[src/rtl/can_mode_pkg.sv]
package can_mode_pkg;
  typedef enum logic [2:0] {
    MODE_NORM_FD = 3'b000,
    MODE_OFF     = 3'b001,
    MODE_INT_LB  = 3'b010,
    MODE_LISTEN  = 3'b011,
    MODE_CFG     = 3'b100,
    MODE_EXT_LB  = 3'b101,
    MODE_NORM_CC = 3'b110,
    MODE_RESTR   = 3'b111
  } mode_e;

  localparam int unsigned REQ_LSB   = 0;
  localparam int unsigned CUR_LSB   = 3;
  localparam int unsigned ABORT_POS = 6;
  localparam int unsigned FB_POS    = 7;
  localparam int unsigned OPT_LSB   = 8;
endpackage

[src/rtl/can_mode_fsm.sv]
module can_mode_fsm
  import can_mode_pkg::*;
(
  input  logic  clk_i,
  input  logic  rst_ni,
  input  logic  req_wr_i,
  input  mode_e req_d_i,
  input  logic  bus_idle_i,
  input  logic  sys_err_i,
  input  logic  fallback_lom_i,
  output mode_e req_o,
  output mode_e cur_o
);
  mode_e req_q, cur_q, fb_mode;

  assign fb_mode = fallback_lom_i ? MODE_LISTEN : MODE_RESTR;

  always_ff @(posedge clk_i or negedge rst_ni) begin
    if (!rst_ni) begin
      req_q <= MODE_CFG;
      cur_q <= MODE_CFG;
    end else if (sys_err_i) begin
      // fallback beats any request
      req_q <= fb_mode;
      cur_q <= fb_mode;
    end else begin
      if (req_wr_i)   req_q <= req_d_i;
      if (bus_idle_i) cur_q <= req_q;
    end
  end

  assign req_o = req_q;
  assign cur_o = cur_q;
endmodule

[src/rtl/can_mode_cfg.sv]
module can_mode_cfg #(
  parameter int unsigned OPT_W = 6
) (
  input  logic             clk_i,
  input  logic             rst_ni,
  input  logic             wr_i,
  input  logic             unlocked_i,
  input  logic             fb_d_i,
  input  logic [OPT_W-1:0] opt_d_i,
  output logic             fb_o,
  output logic [OPT_W-1:0] opt_o
);
  logic             fb_q;
  logic [OPT_W-1:0] opt_q;

  always_ff @(posedge clk_i or negedge rst_ni) begin
    if (!rst_ni) begin
      fb_q  <= 1'b0;
      opt_q <= '0;
    end else if (wr_i && unlocked_i) begin
      fb_q  <= fb_d_i;
      opt_q <= opt_d_i;
    end
  end

  assign fb_o  = fb_q;
  assign opt_o = opt_q;
endmodule

[src/rtl/can_mode_abort.sv]
module can_mode_abort (
  input  logic clk_i,
  input  logic rst_ni,
  input  logic set_i,
  input  logic done_i,
  output logic abort_o
);
  logic abort_q;

  always_ff @(posedge clk_i or negedge rst_ni) begin
    if (!rst_ni)     abort_q <= 1'b0;
    else if (set_i)  abort_q <= 1'b1;
    else if (done_i) abort_q <= 1'b0;
  end

  assign abort_o = abort_q;
endmodule

[src/rtl/can_mode_ctrl.sv]
module can_mode_ctrl
  import can_mode_pkg::*;
#(
  parameter int unsigned OPT_W = 6,
  localparam int unsigned BUSY_POS = OPT_LSB + OPT_W,
  localparam int unsigned DW       = BUSY_POS + 1
) (
  input  logic          clk_i,
  input  logic          rst_ni,
  input  logic          wr_en_i,
  input  logic [DW-1:0] wr_data_i,
  output logic [DW-1:0] rd_data_o,
  input  logic          bus_idle_i,
  input  logic          sys_err_i,
  input  logic          all_aborted_i,
  output logic [2:0]    mode_o,
  output logic          abort_o
);
  mode_e            req_mode, cur_mode;
  logic             fb_lom, abort_q;
  logic [OPT_W-1:0] opt_q;

  can_mode_fsm u_fsm (
    .clk_i         (clk_i),
    .rst_ni        (rst_ni),
    .req_wr_i      (wr_en_i),
    .req_d_i       (mode_e'(wr_data_i[REQ_LSB +: 3])),
    .bus_idle_i    (bus_idle_i),
    .sys_err_i     (sys_err_i),
    .fallback_lom_i(fb_lom),
    .req_o         (req_mode),
    .cur_o         (cur_mode)
  );

  can_mode_cfg #(.OPT_W(OPT_W)) u_cfg (
    .clk_i     (clk_i),
    .rst_ni    (rst_ni),
    .wr_i      (wr_en_i),
    .unlocked_i(cur_mode == MODE_CFG),
    .fb_d_i    (wr_data_i[FB_POS]),
    .opt_d_i   (wr_data_i[OPT_LSB +: OPT_W]),
    .fb_o      (fb_lom),
    .opt_o     (opt_q)
  );

  can_mode_abort u_abort (
    .clk_i  (clk_i),
    .rst_ni (rst_ni),
    .set_i  (wr_en_i && wr_data_i[ABORT_POS]),
    .done_i (all_aborted_i),
    .abort_o(abort_q)
  );

  assign rd_data_o = {~bus_idle_i, opt_q, fb_lom, abort_q, cur_mode, req_mode};
  assign mode_o    = cur_mode;
  assign abort_o   = abort_q;
endmodule

[config.mk]
export PLATFORM = sky130hd
export DESIGN_NAME = can_mode_ctrl
export DESIGN_NICKNAME = d
export VERILOG_FILES = /design/src/rtl/can_mode_pkg.sv /design/src/rtl/can_mode_fsm.sv /design/src/rtl/can_mode_cfg.sv /design/src/rtl/can_mode_abort.sv /design/src/rtl/can_mode_ctrl.sv
export SDC_FILE = /design/constraint.sdc
export NUM_CORES = 1
export LEC_CHECK = 0
export BUFFER_PORTS_ARGS = -buffer_cell sky130_fd_sc_hd__buf_2
export CORE_UTILIZATION = 43
export CTS_CLUSTER_DIAMETER = 120
export DETAILED_ROUTE_END_ITERATION = 7
export GPL_ROUTABILITY_DRIVEN = 0
export GPL_TIMING_DRIVEN = 1
export MAX_ROUTING_LAYER = met4
export PLACE_DENSITY_LB_ADDON = 0.1
export RECOVER_POWER = 25
export SYNTH_ARGS = -nofsm -noshare
export SYNTH_HDL_FRONTEND = slang
export SYNTH_SLANG_ARGS = --single-unit
[constraint.sdc]
create_clock -name clk_i -period 2.1 [get_ports clk_i]
set_input_delay 0.525 -clock clk_i [delete_from_list [all_inputs] [get_ports clk_i]]
set_output_delay 0.525 -clock clk_i [all_outputs]
set_load 0.01 [all_outputs]
# After elaboration in Yosys (flattened, before gate mapping)
# Index checks and enable logic that the tools add are counted.
[totals] word_cells=19 reg_bits=14 latch_bits=0 n_memories=0 rom_bits=0 inputBits=21 ram_bits=0
[classes] order_cmp=0 bitwise_logic=1 eq_ne=1 n_mux=7 n_div=0 shift=0 reduce_logical=5 n_mul=0 n_addsub=0
[ops] cell="$mux 3" n=5
[ops] cell="$reduce_bool 2->1" n=3
[ops] cell="$eq 3x3->1 const B" n=1
[ops] cell="$logic_and 1x1->1" n=2
[ops] cell="$mux 1" n=2
[ops] cell="$not 1->1" n=1

# Longest topological paths before layout
[depth] word_depth=2 ltp_mapped=3 ltp_nobuf=2

# Modules after synthesis
# Synthesis repeated with hierarchy kept, for this count alone.
[hier_totals] cells_unflattened=45 hier_area_um2=614.3
[by_module_without_submodules] module="can_mode_cfg" instances=1 area_per_inst_um2=260.2 cells_each=15 seq_area_each_um2=175.2
[by_module_without_submodules] module="can_mode_fsm" instances=1 area_per_inst_um2=257.7 cells_each=19 seq_area_each_um2=152.6
[by_module_without_submodules] module="can_mode_ctrl" instances=1 area_per_inst_um2=60.1 cells_each=8 seq_area_each_um2=0.0
[by_module_without_submodules] module="can_mode_abort" instances=1 area_per_inst_um2=36.3 cells_each=3 seq_area_each_um2=25.0

# Worst setup path after synthesis
# No wires, ideal clock.
[synth_path] path_kind="reg2reg" start="register u_fsm.cur_q[2], in the netlist u_fsm.cur_o[2]" end="register u_cfg.fb_q, in the netlist u_cfg.fb_o" setup_time_ns=0.125 n_path_buf=1 arrival_ns=1.184 stages_incl_launch_ff=4 setup_slack_ns=0.791 synth_period_minus_slack_ns=1.309 cell_sequence="dfstp_2 > and4bb_1 > buf_6 > mux2_4"
[synth_via] elab_chain_cells=2
[synth_rtl] item="start: declaration" line="can_mode_fsm.sv:14" text="mode_e req_q, cur_q, fb_mode;"
[synth_rtl] item="start signal: assignment" line="can_mode_fsm.sv:25" text="cur_q <= fb_mode;"
[synth_rtl] item="start signal: assignment" line="can_mode_fsm.sv:28" text="if (bus_idle_i) cur_q <= req_q;"
[synth_rtl] item="$eq 3x3->1" line="can_mode_ctrl.sv:39" text=".unlocked_i(cur_mode == MODE_CFG),"
[synth_rtl] item="$logic_and 1x1->1" line="can_mode_cfg.sv:20" text="end else if (wr_i && unlocked_i) begin"
[synth_rtl] item="end signal: assignment" line="can_mode_cfg.sv:21" text="fb_q <= fb_d_i;"
[synth_rtl] item="end: declaration" line="can_mode_cfg.sv:13" text="logic fb_q;"
# No other way between the ends.
# A chain may end at the register's enable or synchronous reset.

# Worst setup path after layout
[layout_path] start="register u_fsm.cur_q[2], in the netlist u_fsm.cur_o[2]" end="register u_cfg.opt_q[3], in the netlist u_cfg.opt_o[3]"
[layout_via] elab_chain_cells=2
[layout_rtl] item="$eq 3x3->1" line="can_mode_ctrl.sv:39"
[layout_rtl] item="$logic_and 1x1->1" line="can_mode_cfg.sv:20"
[layout_rtl] item="end signal: assignment" line="can_mode_cfg.sv:22" text="opt_q <= opt_d_i;"
[layout_rtl] item="end: declaration" line="can_mode_cfg.sv:14" text="logic [OPT_W-1:0] opt_q;"
# No other way between the ends.

==> impl_metrics.env <==
export IMPL_row_count=13
export IMPL_p_int_mw=0.512
export IMPL_synth_area_top_cells="dfrtp_1, mux2_4, dfstp_2"
export IMPL_status="finished, final reports clean"
export IMPL_drt_pass1_iterations=2
export IMPL_route_detailed_drc=0
export IMPL_fmax_ghz=0.656
export IMPL_synth_top_area_share=0.464
export IMPL_drive_gt1_frac=0.649
export IMPL_grt_pass1_vias=363
export IMPL_slew_headroom=0.500
export IMPL_initial_core_util=0.479
export IMPL_postCtsResizedCells=0
export IMPL_antenna_found_initial=0
export IMPL_grt_pass1_wl_mm=1.66
export IMPL_clock_skew_ps=13.2
export IMPL_holdBufCountCts=0
export IMPL_hold_viol=0
export IMPL_setup_violations_final=0
export IMPL_drt_iter0_drc=8
export IMPL_numPortBuffers=35
export IMPL_post_cts_setup_buffer_count=0
export IMPL_cts_tree="built"
export IMPL_fillers=124
export IMPL_layoutNonFillerInstCount=92
export IMPL_cts_made_buffers=3
export IMPL_synthCells=45
export IMPL_synth_cell_types=15
export IMPL_htree_levels=1
export IMPL_coreArea_sq_mm=0.00135
export IMPL_synthArstFlopShare=1.00
export IMPL_yosysMostFrequentCell="dfrtp_1"
export IMPL_synth_edf_count=0
export IMPL_synth_ff_type="dfrtp_1"
export IMPL_routed_wl_mm=1.11
export IMPL_fin_crit_sh=0.726
export IMPL_vdd_ir_drop_worst_mv=0.569
export IMPL_wire_per_inst_um=12.0
export IMPL_die_w_um=40.8
export IMPL_cp_arrival_ps=1680
export IMPL_syn_avg_cell_area_sq_um=14.4
export IMPL_finalMaxSlewViolations=0
export IMPL_pwr_share_seq=0.505
export IMPL_clockBufferDepth=2
export IMPL_path_class="register to register"
export IMPL_synth_warnings=0
export IMPL_use_met1=0.209
export IMPL_syn_nets=66
export IMPL_ant_nets=0
export IMPL_syn_cell_area_sq_um=647
export IMPL_cts_root_buf="clkbuf_4"
export IMPL_synth_seq_cells=14
export IMPL_grt_max_degree=15
export IMPL_multi_input_area_sq_um=234
export IMPL_yosysTopAreaCell="dfrtp_1"
export IMPL_dp_cells=88
export IMPL_p_comb_frac=0.277
export IMPL_clkPwrFrac=0.218
export IMPL_fin_crit_ps=1520
export IMPL_p_switching_mw=0.195
export IMPL_worst_pin_slew_ps=750
export IMPL_io_pins=40
export IMPL_worstPathRequired_ps=2250
export IMPL_leakage_nw=0.427
export IMPL_swShare=0.276
export IMPL_critPathLaunchType="register"
export IMPL_fin_nets=99
export IMPL_critPathCaptureType="register"
export IMPL_die_height_um=40.8
export IMPL_cts_clk_slew_worst_paths_ps=90
export IMPL_grt_overflow=0
export IMPL_yosysSeqAreaShare=0.545
export IMPL_seqCellArea_sq_um=353
export IMPL_cts_sinks=14
export IMPL_dieArea_sq_mm=0.00166
export IMPL_grt_busiest_layer="met2"
export IMPL_p_per_area_mw_per_mm2=869
export IMPL_p_total_mw=0.707
export IMPL_hold_ws_ps=278
export IMPL_hp_class="primary input to async pin"
export IMPL_vias_per_cell=4.73
export IMPL_rsz0062_at_grt="no"
export IMPL_critical_path_max_fanout=7
export IMPL_antenna_cells=0
export IMPL_syn2layout_area_growth_pct=25.7
export IMPL_timing_setup_tns_ps=0
export IMPL_vias=435
export IMPL_insertion_delay_ps=280
export IMPL_grt_met3_usage=0.0652
export IMPL_maxCapViolations=0
export IMPL_grt_use_total=0.165
export IMPL_synth_common_cells="dfrtp_1, mux2_4, buf_4, mux2i_1"
export IMPL_met2_usage=0.230
==> cell type report <==
| cell class | count | share of cell area |
|---|---|---|
| tap | 15 | 0.0231 |
| timing repair buffer | 35 | 0.214 |
| multi-input combinational | 22 | 0.288 |
| clock buffer | 4 | 0.0323 |
| inverter | 2 | 0.00923 |
| sequential | 14 | 0.434 |
==> logic make-up (layout without fill, tap and decap cells) <==
family          Yosys count  in the layout  synth area share
compound gates            5              5            0.0658
buf+inv                   9             41            0.0928
flops                    14             14             0.545
mux                      11             11             0.224
simple gates              6              6            0.0716
==> worst max-delay path, cell delays in order, from the launching register on <==
cell	delay, ps
dfstp_2	550
and4bb_1	510
mux2_4	340
==> sequential cells by signal, summed over array words and instances (netlist names) <==
name	cells
u_fsm.cur_o	3
u_fsm.req_o	3
u_cfg.fb_o	1
u_cfg.opt_o	6
u_abort.abort_o	1
==> layer usage <==
metal,wire [um],vias to the layer above
met3,79,3
met1,549,201
met5,0,-
met2,465,19
li1,-,212
met4,10,0
==> power by group through the flow <==
stage / clock (mW) / sequential, mW / combinational, mW
6_report: 0.154 / 0.357 / 0.196
4_1_cts: 0.164 / 0.358 / 0.198
3_5_place_dp: 0 / 0.363 / 0.197
3_3_place_gp: 0 / 0.363 / 0.196
2_1_floorplan: 0 / 0.385 / 0.104
5_1_grt: 0.176 / 0.367 / 0.217
==> per-stage QoR <==
step | setup WS [ps] | util | instance area [sq um]
final | 576 | 0.602 | 813
after global routing | 542 | 0.602 | 813
after CTS | 577 | 0.603 | 815
after detailed placement | 429 | 0.584 | 788
after global placement | 413 | 0.584 | 788
after floorplan | 791 | - | 647
==> layout by cell type (no fill, tap or decap) <==
cell,count
and2b_2,2
o21ai_0,1
nor2b_1,2
buf_2,34
a211o_1,2
dfrtp_1,12
dfstp_2,2
nand2_1,1
mux2i_1,4
clkbuf_4,3
clkbuf_1,2
mux2_4,7
a211o_2,2
inv_1,2
and4bb_1,1
==> path summary, 6_finish.rpt <==
check | startpoint | endpoint | slack, ps | cells past startpoint
min in group clk_i | all_aborted_i | u_abort.abort_o | 430 | 2
hold reg to reg | u_cfg.fb_o | u_fsm.req_o[2] | 470 | 1
max in group asynchronous | rst_ni | u_cfg.fb_o | 1340 | 1
setup / recovery | u_fsm.cur_o[2] | u_cfg.opt_o[3] | 580 | 2
setup reg to reg | u_fsm.cur_o[2] | u_cfg.opt_o[3] | 580 | 2
hold / removal | rst_ni | u_cfg.opt_o[4] | 280 | 1
Note: power is estimated with default switching activity, not from simulation.
